## src/rtl/hdlc_rx_pkg.sv

```systemverilog
// Shared constants, types and the bitwise CRC step for the HDLC receiver.
// Assumes bytes travel least significant bit first on the line.
package hdlc_rx_pkg;
    localparam logic [7:0]  FLAG_PAT  = 8'h7E;
    localparam int          PEND_BITS = $bits(FLAG_PAT) - 1;
    localparam int          STUFF_RUN = 5;
    localparam int          FLAG_RUN  = 6;
    localparam logic [15:0] CRC_POLY_LSB = 16'h8408;   // 0x1021, bit reversed
    localparam logic [15:0] CRC_INIT     = 16'hFFFF;
    localparam logic [15:0] CRC_GOOD     = 16'hF0B8;

    // Per-bit decision from the line stage to the byte stage.
    typedef struct packed {
        logic flag;
        logic abort;
        logic dvld;
        logic dbit;
    } line_ev_t;

    // One CRC step, least significant bit first.
    function automatic logic [15:0] crc_step(input logic [15:0] c, input logic b);
        logic fb;
        fb = c[0] ^ b;
        return (c >> 1) ^ (fb ? CRC_POLY_LSB : 16'h0000);
    endfunction
endpackage

```

## src/rtl/hdlc_rx_linebits.sv

```systemverilog
// Line stage: watches raw bits for flags, aborts and inserted zeros. It
// classifies each bit for the byte stage and raises the idle and flag events.
// Assumes IDLE_ONES > FLAG_RUN, so the ones counter can reach the abort count.
module hdlc_rx_linebits
    import hdlc_rx_pkg::*;
#(
    parameter int IDLE_ONES = 15
) (
    input  logic     clk,
    input  logic     rst_n,
    input  logic     bit_vld,
    input  logic     rx_bit,
    output line_ev_t lev,
    output logic     ev_idle,
    output logic     ev_flag_start,
    output logic     ev_flag_end
);
    localparam int OW = $clog2(IDLE_ONES + 1);

    logic [6:0]    win_q;
    logic [7:0]    win_n;
    logic [OW-1:0] ones_q;
    logic          synced_q;
    logic          run_q;
    logic [2:0]    rcnt_q;
    logic          stuff;

    // Classify the current bit: flag, abort, inserted zero or data.
    always_comb begin
        win_n     = {win_q, rx_bit};
        lev.flag  = bit_vld && (win_n == FLAG_PAT);
        lev.abort = bit_vld && synced_q && rx_bit && (ones_q == OW'(FLAG_RUN));
        stuff     = synced_q && !rx_bit && (ones_q == OW'(STUFF_RUN));
        lev.dvld  = bit_vld && synced_q && !lev.flag && !lev.abort && !stuff;
        lev.dbit  = rx_bit;
    end

    // Track the bit window, the run of ones, sync and the flag run; raise events.
    always_ff @(posedge clk) begin
        if (!rst_n) begin
            win_q         <= '1;
            ones_q        <= '0;
            synced_q      <= 1'b0;
            run_q         <= 1'b0;
            rcnt_q        <= '0;
            ev_idle       <= 1'b0;
            ev_flag_start <= 1'b0;
            ev_flag_end   <= 1'b0;
        end else begin
            ev_idle       <= 1'b0;
            ev_flag_start <= 1'b0;
            ev_flag_end   <= 1'b0;
            if (bit_vld) begin
                win_q <= win_n[6:0];
                if (!rx_bit) begin
                    ones_q <= '0;
                end else if (ones_q != OW'(IDLE_ONES)) begin
                    ones_q <= ones_q + 1'b1;
                end
                ev_idle <= rx_bit && (ones_q == OW'(IDLE_ONES - 1));
                if (lev.flag) begin
                    synced_q <= 1'b1;
                end else if (lev.abort) begin
                    synced_q <= 1'b0;
                end
                if (lev.flag) begin
                    ev_flag_start <= !run_q;
                    run_q         <= 1'b1;
                    rcnt_q        <= '0;
                end else if (run_q) begin
                    rcnt_q <= rcnt_q + 1'b1;
                    if (rcnt_q == 3'd7) begin
                        ev_flag_end <= 1'b1;
                        run_q       <= 1'b0;
                    end
                end
            end
        end
    end
endmodule

```

## src/rtl/hdlc_rx_assemble.sv

```systemverilog
// Byte stage: holds back PEND_BITS data bits so that a flag's leading bits are
// never stored. It assembles bytes least significant bit first, runs the CRC,
// counts bytes into fixed-size buffers and judges the frame at its closing flag.
// Assumes BUF_BYTES >= 2.
module hdlc_rx_assemble
    import hdlc_rx_pkg::*;
#(
    parameter int BUF_BYTES = 6,
    parameter int MIN_BYTES = 5
) (
    input  logic       clk,
    input  logic       rst_n,
    input  line_ev_t   lev,
    output logic       byte_vld,
    output logic [7:0] byte_data,
    output logic       buf_last,
    output logic       ev_rxb,
    output logic       frame_done,
    output logic       frame_bad
);
    localparam int BW = $clog2(BUF_BYTES);
    localparam int MW = $clog2(MIN_BYTES + 1);
    localparam logic [2:0] PEND_FULL = 3'(PEND_BITS);

    logic [PEND_BITS-1:0] pend_q;
    logic [2:0]           pend_n_q;
    logic [6:0]           acc_q;
    logic [2:0]           bcnt_q;
    logic [15:0]          crc_q;
    logic [MW-1:0]        nbytes_q;
    logic [BW-1:0]        bufc_q;
    logic                 out_vld;
    logic                 ob;

    // The oldest held bit leaves the holding line when a new data bit enters a full line.
    always_comb begin
        out_vld = lev.dvld && (pend_n_q == PEND_FULL);
        ob      = pend_q[0];
    end

    // Shift data, build bytes, update CRC and counters; close or drop frames.
    always_ff @(posedge clk) begin
        if (!rst_n) begin
            pend_q     <= '0;
            pend_n_q   <= '0;
            acc_q      <= '0;
            bcnt_q     <= '0;
            crc_q      <= CRC_INIT;
            nbytes_q   <= '0;
            bufc_q     <= '0;
            byte_vld   <= 1'b0;
            byte_data  <= '0;
            buf_last   <= 1'b0;
            ev_rxb     <= 1'b0;
            frame_done <= 1'b0;
            frame_bad  <= 1'b0;
        end else begin
            byte_vld   <= 1'b0;
            buf_last   <= 1'b0;
            ev_rxb     <= 1'b0;
            frame_done <= 1'b0;
            if (lev.flag || lev.abort) begin
                if (lev.flag) begin
                    frame_done <= (nbytes_q >= MW'(MIN_BYTES));
                    frame_bad  <= (crc_q != CRC_GOOD);
                end
                pend_n_q <= '0;
                acc_q    <= '0;
                bcnt_q   <= '0;
                crc_q    <= CRC_INIT;
                nbytes_q <= '0;
                bufc_q   <= '0;
            end else if (lev.dvld) begin
                pend_q <= {lev.dbit, pend_q[PEND_BITS-1:1]};
                if (pend_n_q != PEND_FULL) begin
                    pend_n_q <= pend_n_q + 1'b1;
                end
                if (out_vld) begin
                    crc_q  <= crc_step(crc_q, ob);
                    acc_q  <= {ob, acc_q[6:1]};
                    bcnt_q <= bcnt_q + 1'b1;
                    if (bcnt_q == 3'd7) begin
                        byte_vld  <= 1'b1;
                        byte_data <= {ob, acc_q};
                        if (nbytes_q != MW'(MIN_BYTES)) begin
                            nbytes_q <= nbytes_q + 1'b1;
                        end
                        if (bufc_q == BW'(BUF_BYTES - 1)) begin
                            buf_last <= 1'b1;
                            ev_rxb   <= 1'b1;
                            bufc_q   <= '0;
                        end else begin
                            bufc_q <= bufc_q + 1'b1;
                        end
                    end
                end
            end
        end
    end
endmodule

```

## src/rtl/hdlc_rx_lag.sv

```systemverilog
// Delays the frame-received pulse and its error bit by LAG cycles, standing in
// for the latency of the receive FIFO. LAG = 0 passes them straight through.
module hdlc_rx_lag #(
    parameter int LAG = 2
) (
    input  logic clk,
    input  logic rst_n,
    input  logic in_vld,
    input  logic in_err,
    output logic out_vld,
    output logic out_err
);
    generate
        if (LAG == 0) begin : g_pass
            assign out_vld = in_vld;
            assign out_err = in_vld & in_err;
        end else if (LAG == 1) begin : g_one
            logic v_q, e_q;
            // Single delay stage.
            always_ff @(posedge clk) begin
                if (!rst_n) begin
                    v_q <= 1'b0;
                    e_q <= 1'b0;
                end else begin
                    v_q <= in_vld;
                    e_q <= in_vld & in_err;
                end
            end
            assign out_vld = v_q;
            assign out_err = e_q;
        end else begin : g_many
            logic [LAG-1:0] v_q, e_q;
            // Shift chain of LAG stages.
            always_ff @(posedge clk) begin
                if (!rst_n) begin
                    v_q <= '0;
                    e_q <= '0;
                end else begin
                    v_q <= {v_q[LAG-2:0], in_vld};
                    e_q <= {e_q[LAG-2:0], in_vld & in_err};
                end
            end
            assign out_vld = v_q[LAG-1];
            assign out_err = e_q[LAG-1];
        end
    endgenerate
endmodule

```

## src/rtl/hdlc_rx_events.sv

```systemverilog
// Top of the bit-serial HDLC receiver. It joins the line stage, the byte stage
// and the frame-event delay. Assumes at most one line bit per clock cycle,
// marked by bit_vld.
module hdlc_rx_events
    import hdlc_rx_pkg::*;
#(
    parameter int BUF_BYTES = 6,
    parameter int MIN_BYTES = 5,
    parameter int IDLE_ONES = 15,
    parameter int RXF_LAG   = 2
) (
    input  logic       clk,
    input  logic       rst_n,
    input  logic       bit_vld,
    input  logic       rx_bit,
    output logic       byte_vld,
    output logic [7:0] byte_data,
    output logic       buf_last,
    output logic       ev_idle,
    output logic       ev_flag_start,
    output logic       ev_flag_end,
    output logic       ev_rxb,
    output logic       ev_rxf,
    output logic       rxf_crc_err
);
    line_ev_t lev;
    logic     frame_done;
    logic     frame_bad;

    hdlc_rx_linebits #(.IDLE_ONES(IDLE_ONES)) u_line (
        .clk          (clk),
        .rst_n        (rst_n),
        .bit_vld      (bit_vld),
        .rx_bit       (rx_bit),
        .lev          (lev),
        .ev_idle      (ev_idle),
        .ev_flag_start(ev_flag_start),
        .ev_flag_end  (ev_flag_end)
    );

    hdlc_rx_assemble #(.BUF_BYTES(BUF_BYTES), .MIN_BYTES(MIN_BYTES)) u_asm (
        .clk       (clk),
        .rst_n     (rst_n),
        .lev       (lev),
        .byte_vld  (byte_vld),
        .byte_data (byte_data),
        .buf_last  (buf_last),
        .ev_rxb    (ev_rxb),
        .frame_done(frame_done),
        .frame_bad (frame_bad)
    );

    hdlc_rx_lag #(.LAG(RXF_LAG)) u_lag (
        .clk    (clk),
        .rst_n  (rst_n),
        .in_vld (frame_done),
        .in_err (frame_bad),
        .out_vld(ev_rxf),
        .out_err(rxf_crc_err)
    );
endmodule

```

## config.mk

```make
export PLATFORM = sky130hd
export DESIGN_NAME = hdlc_rx_events
export DESIGN_NICKNAME = d
export VERILOG_FILES = /design/src/rtl/hdlc_rx_pkg.sv /design/src/rtl/hdlc_rx_linebits.sv /design/src/rtl/hdlc_rx_assemble.sv /design/src/rtl/hdlc_rx_lag.sv /design/src/rtl/hdlc_rx_events.sv
export SDC_FILE = /design/constraint.sdc
export NUM_CORES = 1
export LEC_CHECK = 0
export ABC_AREA = 1
export ABC_CLOCK_PERIOD_IN_PS = 1460
export BUFFER_PORTS_ARGS = -buffer_cell sky130_fd_sc_hd__buf_2
export CORE_MARGIN = 2
export CORE_UTILIZATION = 45
export CTS_BUF_LIST = sky130_fd_sc_hd__clkbuf_2 sky130_fd_sc_hd__clkbuf_4 sky130_fd_sc_hd__clkbuf_8
export DETAILED_ROUTE_END_ITERATION = 10
export GPL_TIMING_DRIVEN = 0
export SLEW_MARGIN = 15
export SYNTH_ARGS = -nofsm -noshare
export SYNTH_HDL_FRONTEND = slang
export SYNTH_SLANG_ARGS = --single-unit
```

## constraint.sdc

```tcl
create_clock -name clk -period 1.46 [get_ports clk]
set_input_delay 0.219 -clock clk [delete_from_list [all_inputs] [get_ports clk]]
set_output_delay 0.219 -clock clk [all_outputs]
set_load 0.02 [all_outputs]
```

# After elaboration in Yosys (flattened, before gate mapping)
# Index checks and enable logic that the tools add are counted.
# Widths: inputs -> output; s select.
# op_classes
add_sub_neg	6
n_reduce_logical	36
n_mux	14
n_bitwise	10
eq_ne	13
order_cmp	1
# ops
op	count
$mux 16	1
$ne 16x16->1 const B	1
$reduce_and 2->1	8
$xor 15x16->16	1
$add 3x1->3 const B	5
$eq 3x3->1 const B	4
$logic_and 1x1->1	11
$mux 3	3
$reduce_and 3->1	3
$eq 4x3->1 const B	2
$eq 8x7->1 const B	1
$mux 1	8
$mux 4	2
$reduce_and 4->1	2
$reduce_or 4->1	2
$not 1->1	7
$ne 3x3->1 const B	2
$logic_not 1->1	5
$reduce_or 5->1	1
$add 4x1->4 const B	1
$eq 4x4->1 const B	1
$ne 4x4->1 const B	1
$reduce_bool 2->1	2
$ge 3x3->1 const B	1
5 further kinds	5
# word_totals
input_bits	4
regBits	77
output_inout_bits	16

# Longest topological paths before layout
# Gate-level depths: netlist of the first run.
# depth
word_depth	9
depth_mapped	12

# By module
# From an unflattened synthesis of the first run, not the netlist that was laid out.
# unflattened
hier_cells	405
hier_area_um2	3139.3
# by_module_without_submodules
mod	cells_each	seq_area_each_um2	n_inst	area_per_inst_um2
hdlc_rx_assemble	272	1081.0	1	2129.5
hdlc_rx_linebits	121	380.4	1	897.1
hdlc_rx_lag	12	80.1	1	112.6

# Worst setup path after synthesis of the first run
# OpenSTA, ideal clock, no wires.
# synth_path
path_type	register to register
start	register u_line.ones_q[0]
end	register u_asm.crc_q[15]
stages_incl_launch_ff	12
arrival_ns	1.444
synth_period_minus_slack_ns	1.574
path_slack_ns	-0.114
t_required_ns	1.331
cell_sequence	dfxtp_1 -> inv_1 -> ha_1 -> nand2_1 -> inv_1 -> nand2_1 -> nand3_1 -> nor2_4 -> nand2_4 -> buf_6 -> nand2_1 -> o211ai_2
# synth_via
elab_chain_cells	7
word_cells_on_any_way	12
# synth_rtl
item	line	source
from (decl)	hdlc_rx_linebits.sv:22	logic [OW-1:0] ones_q;
from (signal assigned)	hdlc_rx_linebits.sv:58	ones_q <= ones_q + 1'b1;
$eq 4x3->1	hdlc_rx_linebits.sv:32	lev.abort = bit_vld && synced_q && rx_bit && (ones_q == OW'(FLAG_RUN));
$logic_and 1x1->1	hdlc_rx_linebits.sv:32	
$logic_not 1->1	hdlc_rx_linebits.sv:34	lev.dvld = bit_vld && synced_q && !lev.flag && !lev.abort && !stuff;
$logic_and 1x1->1 (2 in series)	hdlc_rx_linebits.sv:34	
$logic_and 1x1->1	hdlc_rx_assemble.sv:37	out_vld = lev.dvld && (pend_n_q == PEND_FULL);
$reduce_and 2->1 (no source line)	-	
to (signal assigned)	hdlc_rx_assemble.sv:79	crc_q <= crc_step(crc_q, ob);
to (decl)	hdlc_rx_assemble.sv:29	logic [15:0] crc_q;
# Several ways; a longest one is shown, not always the timed one.
# A chain may end at the register's enable or synchronous reset.

# Worst setup path after layout of the first run
# layout_path
start	register u_line.ones_q[1]
end	register u_asm.acc_q[3]
# layout_via
elab_chain_cells	7
word_cells_on_any_way	12
# layout_rtl
item	line	source
$eq 4x3->1	hdlc_rx_linebits.sv:32	
$logic_and 1x1->1	hdlc_rx_linebits.sv:32	
$logic_not 1->1	hdlc_rx_linebits.sv:34	
$logic_and 1x1->1 (2 in series)	hdlc_rx_linebits.sv:34	
$logic_and 1x1->1	hdlc_rx_assemble.sv:37	
$reduce_and 2->1 (no source line)	-	
to (signal assigned)	hdlc_rx_assemble.sv:80	acc_q <= {ob, acc_q[6:1]};
to (decl)	hdlc_rx_assemble.sv:27	logic [6:0] acc_q;
# Several ways; a longest one is shown, not always the timed one.

==> out/metrics.yaml, run 1 <==
synthesis:
  syn-num-nets: 429
  ys_warn_count: 0
  netlist_instances: 414
  synth-edff-count: 0
  synth_most_common_cell: "nand2_1"
  synth_area_leaders: "dfxtp_1 46%, nand2_1 9.3%, nor2_1 7.4%"
  ys_types: 36
  avgSynthCellArea_sq_um: 8.04
  synthTopCellsByCount: "82 x nand2_1, 77 x dfxtp_1, 66 x nor2_1, 48 x inv_1, 28 x o21ai_0"
  ys_seq_area_share_pct: 46.3
  ys.flop_type: "dfxtp_1"
  synth_area_leader_cell: "dfxtp_1"
  ys_ff_latch: 77
  ys_async_sr_fraction_pct: 0
  syn-cell-area_sq_um: 3330
  synth_top_area_share_pct: 46.3
clocking:
  cts.reportedPaths.clkPinSlew_ns: 0.08
  clock_sinks: 77
  clk_path_buf_depth: 2
  hold_buffers: 0
  htree_num_levels: 3
  root_buffer: "clkbuf_8"
  cts_tree: "yes"
  numCtsBuffers: 9
  clk-insertion-delay-late_ns: 0.36
placed_design:
  placed_area_sq_um: 3580
  finalWeightedCongestion: 0.791
  io_buffers: 18
  hpwl_microns: 4410
  post-place-ws_ns: -0.232
timing:
  holdWs_ns: 0.184
  finalCriticalPeriod_ns: 1.63
  fin_skew_ns: 0.00913
  worst_pin_slew_ns: 0.537
  rsz0062_at_grt: "true"
  maxSlewHeadroom_pct: 64.2
  drv_slew: 0
  setup_slack_ns: -0.167
  report.final.setup_viol: 50
  finalCritPeriodShare_pct: 111
  hold_viol: 0
  fmax_ghz: 0.615
setup_path:
  startpoint_type: "flop"
  path_class: "reg2reg"
  worstPathArrival_ns: 1.91
  crit_fanout: 6
  worst_setup_path_end_kind: "flop"
  cp.required_ns: 1.75
finish:
  final_area_sq_um: 4440
  final_nets: 482
  diodes: 0
  area_growth_syn_to_layout_pct: 33.4
  drive_gt1_share_pct: 36.0
  fill_cells: 631
power:
  p_leak_uw: 0.00208
  combPwrFrac_pct: 4.5
  intPower_uw: 3340
  p_per_area_nw_per_um2: 968
  p_clk_share_pct: 45.8
  finalPower_uw: 4300
  p_seq_share_pct: 49.6
  vdd_drop_max_mv: 0.559
  p_sw_share_pct: 22.3
  p_sw_uw: 957
global_routing:
  grt_pass1_vias: 2742
  grt_max_degree: 14
  grt_overflow: 0
  grt_first_pass_wirelength_microns: 12300
  grt_usage_pct: 18.7
  grt_antenna_before_repair: 0
run_status:
  failed_checks: "negative setup slack"
  status: "finished with violations"
routing:
  avgRoutedWirePerCell_microns: 12.8
  antenna_left: 0
  first_pass_iters: 4
  drc_errors: 0
  num_vias: 2723
  drt_wl_total_microns: 7330
  drt_iter0_drc: 98
  via_per_inst: 4.77
floorplanning:
  die_area_sq_um: 8100
  core_sq_um: 7210
  fp.dieH_microns: 90.0
  ios: 20
  initial_core_util_pct: 46.1
  dieWidth_microns: 90.0
  num_rows: 31
hold_path:
  hold_path_class: "in2reg"
job:
  max_cap_viol_count: 0
worst max-delay path, cell delays in order, from the launching register on:
cell and delay [ns]:
dfxtp_4 0.39, inv_4 0.04, ha_4 0.15, inv_4 0.05, nor2_4 0.03, nand2_2 0.08, nand2_2 0.06, nor2_4 0.17
nand2_4 0.10, nor2_8 0.17, buf_12 0.14, o21ai_2 0.05, nor2_1 0.12
path summary, 6_finish.rpt:
| check | from | end | depth (start not counted) | slack (ns) |
|---|---|---|---|---|
| max | u_line.ones_q[1] | u_asm.acc_q[3] | 12 | -0.17 |
| max reg2reg | u_line.ones_q[1] | u_asm.acc_q[3] | 12 | -0.17 |
| min reg2reg | u_lag.g_many.v_q[0] | u_lag.g_many.v_q[1] | 2 | 0.41 |
| min | rst_n | u_line.rcnt_q[2] | 3 | 0.18 |
placed cells by master (no fill, tap or decap), types with 6 or more instances in the layout:
cell      instances
o211ai_2         10
o21ai_0          10
nor2_4           10
clkbuf_8          9
nand2_4          13
a21oi_1          13
buf_2            18
nor2_2            7
nand3_1          12
o21ai_2          13
ha_1              6
nand4_1           6
nor2_1           56
inv_1            43
buf_6            14
buf_4            14
nand2_2          20
dfxtp_1          75
nand2_1          55
state kept, by name (all words and copies together) (netlist names), 4 cells and up:
name / count
u_asm.acc_q: 7
u_asm.byte_data: 8
u_asm.crc_q: 16
u_asm.pend_q: 7
u_line.ones_q: 4
u_line.win_q: 7
logic make-up after synthesis:
kind of cell	after synthesis	share of synthesized area [%]
DFF	77	46.3
xor gates and xnor gates	4	1.05
AOI/OAI and AO/OA	60	11.9
adders and majority gates	11	4.14
and+or+nand+nor	196	27.2
buffers and inverters	66	9.40
power by group through the flow:
stage | registers, uW | logic, uW | clock network [uW]
global placement | 2180 | 151 | 0
global route | 2140 | 215 | 2080
floorplan | 2180 | 115 | 0
detailed placement | 2180 | 153 | 0
CTS | 2130 | 176 | 2000
finish | 2130 | 194 | 1970
timing repair:
action                     CTS  global route
pin swaps                   16             9
setup buffers               15             3
resized for setup           68            49
gates cloned                 4             2
setup endpoints to repair   55            54
per-layer routing:
metal | GRT usage [%] | vias up | routed length (microns)
met1 | 23.4 | 1249 | 3420
met5 | 0 | - | 0
met4 | 10.1 | 0 | 151
met3 | 3.44 | 12 | 211
met2 | 30.7 | 29 | 3550
li1 | - | 1433 | -
through the flow:
step	TNS (ns)	std cells	utilization (%)
after global routing	-9.57	571	61.5
after CTS	-4.26	566	58.8
final	-5.17	571	61.5
after floorplan	-0.108	414	-
after detailed placement	-7.23	531	49.7
after global placement	-6.51	531	49.7
cell type report:
cell class                 instances  area, sq um  share of cell area (%)
clock inverter                     6          111                    2.51
inverter                          50          201                    4.54
multi-input combinational        271         1780                    40.1
buffer                            16          151                    3.41
tap                               99          124                    2.79
sequential                        77         1550                    34.9
clock buffer                      10          131                    2.96
timing repair buffer              42          392                    8.82
(Power assumes the default switching activity.)
==> inputs of run 2 (changes only) <==
GPL_TIMING_DRIVEN = 1   (was 0)
==> out/metrics.yaml, run 2 (synthesis results as in run 1) <==
run_status:
  status: "finished with violations"  # unchanged
  failed_checks: "negative setup slack"  # unchanged
power:
  p_sw_share_pct: 23.4  # was 22.3%
  combPwrFrac_pct: 5.0  # was 4.5%
  vdd_drop_max_mv: 0.582  # was 0.559 mV
  p_leak_uw: 0.00203  # was 0.00208 uW
  p_per_area_nw_per_um2: 944  # was 968 nW/um^2
  p_seq_share_pct: 54.9  # was 49.6%
  finalPower_uw: 3880  # was 4300 uW
  p_clk_share_pct: 40.1  # was 45.8%
  p_sw_uw: 908  # was 957 uW
  intPower_uw: 2980  # was 3340 uW
finish:
  layout_common_cells: "74 x dfxtp_1, 67 x nand2_1, 59 x nor2_1"  # was 75 x dfxtp_1, 56 x nor2_1, 55 x nand2_1
  diodes: 0  # unchanged
  postLayoutCoreUtil_pct: 57.1  # was 61.5%
  fill_cells: 682  # was 631
  area_growth_syn_to_layout_pct: 23.7  # was 33.4%
  final_nets: 480  # was 482
  drive_gt1_share_pct: 30.6  # was 36.0%
  largest_reg_flops: 16  # unchanged
  finalNonFillerCells: 569  # was 571
  top_regs: "u_asm.crc_q x16, u_asm.byte_data x8"  # unchanged
  max_flop_register: "u_asm.crc_q"  # unchanged
  layout_commonest_cell: "dfxtp_1"  # unchanged
timing:
  finalCriticalPeriod_ns: 1.57  # was 1.63 ns
  setup_slack_ns: -0.108  # was -0.167 ns
  drv_slew: 0  # unchanged
  hold_viol: 0  # unchanged
  report.final.setup_viol: 36  # was 50
  finalCritPeriodShare_pct: 107  # was 111%
  fin_skew_ns: 0.00980  # was 0.00913 ns
  rsz0062_at_grt: "true"  # unchanged
  maxSlewHeadroom_pct: 68.0  # was 64.2%
  fmax_ghz: 0.638  # was 0.615 GHz
  tns_ns: -1.83  # was -5.17 ns
  worst_pin_slew_ns: 0.475  # was 0.537 ns
global_routing:
  grt_antenna_before_repair: 0  # unchanged
  grt_overflow: 0  # unchanged
  grt_usage_pct: 16.5  # was 18.7%
  grt_first_pass_wirelength_microns: 11000  # was 12300 microns
  grt_pass1_vias: 2514  # was 2742
  grt_max_degree: 26  # was 14
floorplanning:
  dieWidth_microns: 90.0  # unchanged
  ios: 20  # unchanged
  initial_core_util_pct: 46.1  # unchanged
  num_rows: 31  # unchanged
  die_area_sq_um: 8100  # unchanged
  core_sq_um: 7210  # unchanged
  fp.dieH_microns: 90.0  # unchanged
setup_path:
  rr_worst_depth: 11  # was 12
  startpoint: "u_line.ones_q[0]"  # was u_line.ones_q[1]
  path_class: "reg2reg"  # unchanged
  cp.required_ns: 1.69  # was 1.75 ns
  worst_setup_path_end_kind: "flop"  # unchanged
  crit_fanout: 6  # unchanged
  startpoint_type: "flop"  # unchanged
  reg2reg_from: "u_line.ones_q[0]"  # was u_line.ones_q[1]
  reg2reg_slack_ns: -0.11  # was -0.17 ns
  endpoint: "u_asm.crc_q[4]"  # was u_asm.acc_q[3]
  reg2reg_to: "u_asm.crc_q[4]"  # was u_asm.acc_q[3]
  worstPathArrival_ns: 1.80  # was 1.91 ns
clocking:
  root_buffer: "clkbuf_8"  # unchanged
  hold_buffers: 0  # unchanged
  post_cts_buffers: 0  # was 15
  cts_tree: "yes"  # unchanged
  cts.reportedPaths.clkPinSlew_ns: 0.08  # about the same
  htree_num_levels: 3  # unchanged
  clock_sinks: 77  # unchanged
  numCtsBuffers: 9  # unchanged
  clk_path_buf_depth: 2  # unchanged
  clk-insertion-delay-late_ns: 0.35  # was 0.36 ns
routing:
  antenna_left: 0  # unchanged
  drt_iter0_drc: 59  # was 98
  via_per_inst: 4.78  # was 4.77
  drc_errors: 0  # unchanged
  num_vias: 2717  # was 2723
  avgRoutedWirePerCell_microns: 11.7  # was 12.8 microns
  drt_wl_total_microns: 6650  # was 7330 microns
  first_pass_iters: 6  # was 4
placed_design:
  hpwl_microns: 4310  # was 4410 microns
  io_buffers: 19  # was 18
  finalWeightedCongestion: 0.789  # was 0.791
  dp_cells: 548  # was 531
hold_path:
  hold_path_class: "in2reg"  # unchanged
job:
  max_cap_viol_count: 0  # unchanged
==> run 2: cell types whose count changed in the layout (fill, tap and decap cells not counted), sizes merged <==
cell | previous run | this run
clkinv | 2 | 5
bufbuf | 1 | 0
clkbuf | 15 | 11
inv | 49 | 51
nor2 | 74 | 76
bufinv | 3 | 1
clkinvlp | 2 | 0
==> run 2: final cells by class <==
| cell class | count | area [sq um] | area share (%) |
|---|---|---|---|
| clock inverter | 7 | 65.1 | 1.58 |
| clock buffer | 9 | 124 | 3.01 |
| inverter | 50 | 190 | 4.62 |
| tap | 99 | 124 | 3.01 |
| timing repair buffer | 54 | 453 | 11.0 |
| sequential | 77 | 1550 | 37.6 |
| multi-input combinational | 273 | 1610 | 39.2 |
==> run 2: routing by layer <==
metal,wire (microns),track usage [%],vias up
met5,0,0,-
met4,78,5.77,0
met3,197,4.44,6
met2,3240,28.7,35
met1,3130,19.8,1253
li1,-,-,1423
==> run 2: critical path, stage by stage (launching register included) <==
cell	delay, ns
dfxtp_4	0.37
inv_2	0.04
ha_2	0.17
nand2_1	0.07
inv_1	0.04
nand2_1	0.07
nand3_2	0.09
nor2_4	0.15
nand2_4	0.12
clkbuf_16	0.19
nand2_2	0.06
o211ai_2	0.07
==> run 2: worst min path at each step <==
stage,startpoint,end,slack [ns],cells past startpoint
after floorplan,rx_bit,u_line.ev_idle,0.37,2
after detailed placement,u_lag.g_many.e_q[0],u_lag.g_many.e_q[1],0.40,2
after global routing,rst_n,u_lag.g_many.v_q[1],0.18,3
after CTS,rst_n,u_lag.g_many.v_q[1],0.17,3
after global placement,u_lag.g_many.v_q[0],u_lag.g_many.v_q[1],0.40,2
final,rst_n,u_lag.g_many.v_q[1],0.18,3
==> run 2: what timing repair did <==
item,4_1_cts,5_1_grt
pin swaps,3,12
endpoints found under the setup margin,48,54
hold endpoints to repair,0,0
cloned,1,4
gates resized for setup,16,33
==> run 2: through the flow <==
stage	hold WS, ns	cell area (sq um)	worst slack [ns]
after global routing	0.182	4120	-0.204
after global placement	0.398	3740	-0.0786
after floorplan	0.368	3370	-0.0164
after CTS	0.171	3960	-0.0650
final	0.182	4120	-0.108
after detailed placement	0.404	3740	-0.112
==> run 2: power by group through the flow <==
stage | clock network, uW | registers [uW] | logic [uW]
floorplan | 0 | 2180 | 115
global placement | 0 | 2180 | 179
detailed placement | 0 | 2180 | 181
CTS | 1610 | 2130 | 183
global route | 1690 | 2140 | 217
finish | 1560 | 2130 | 194
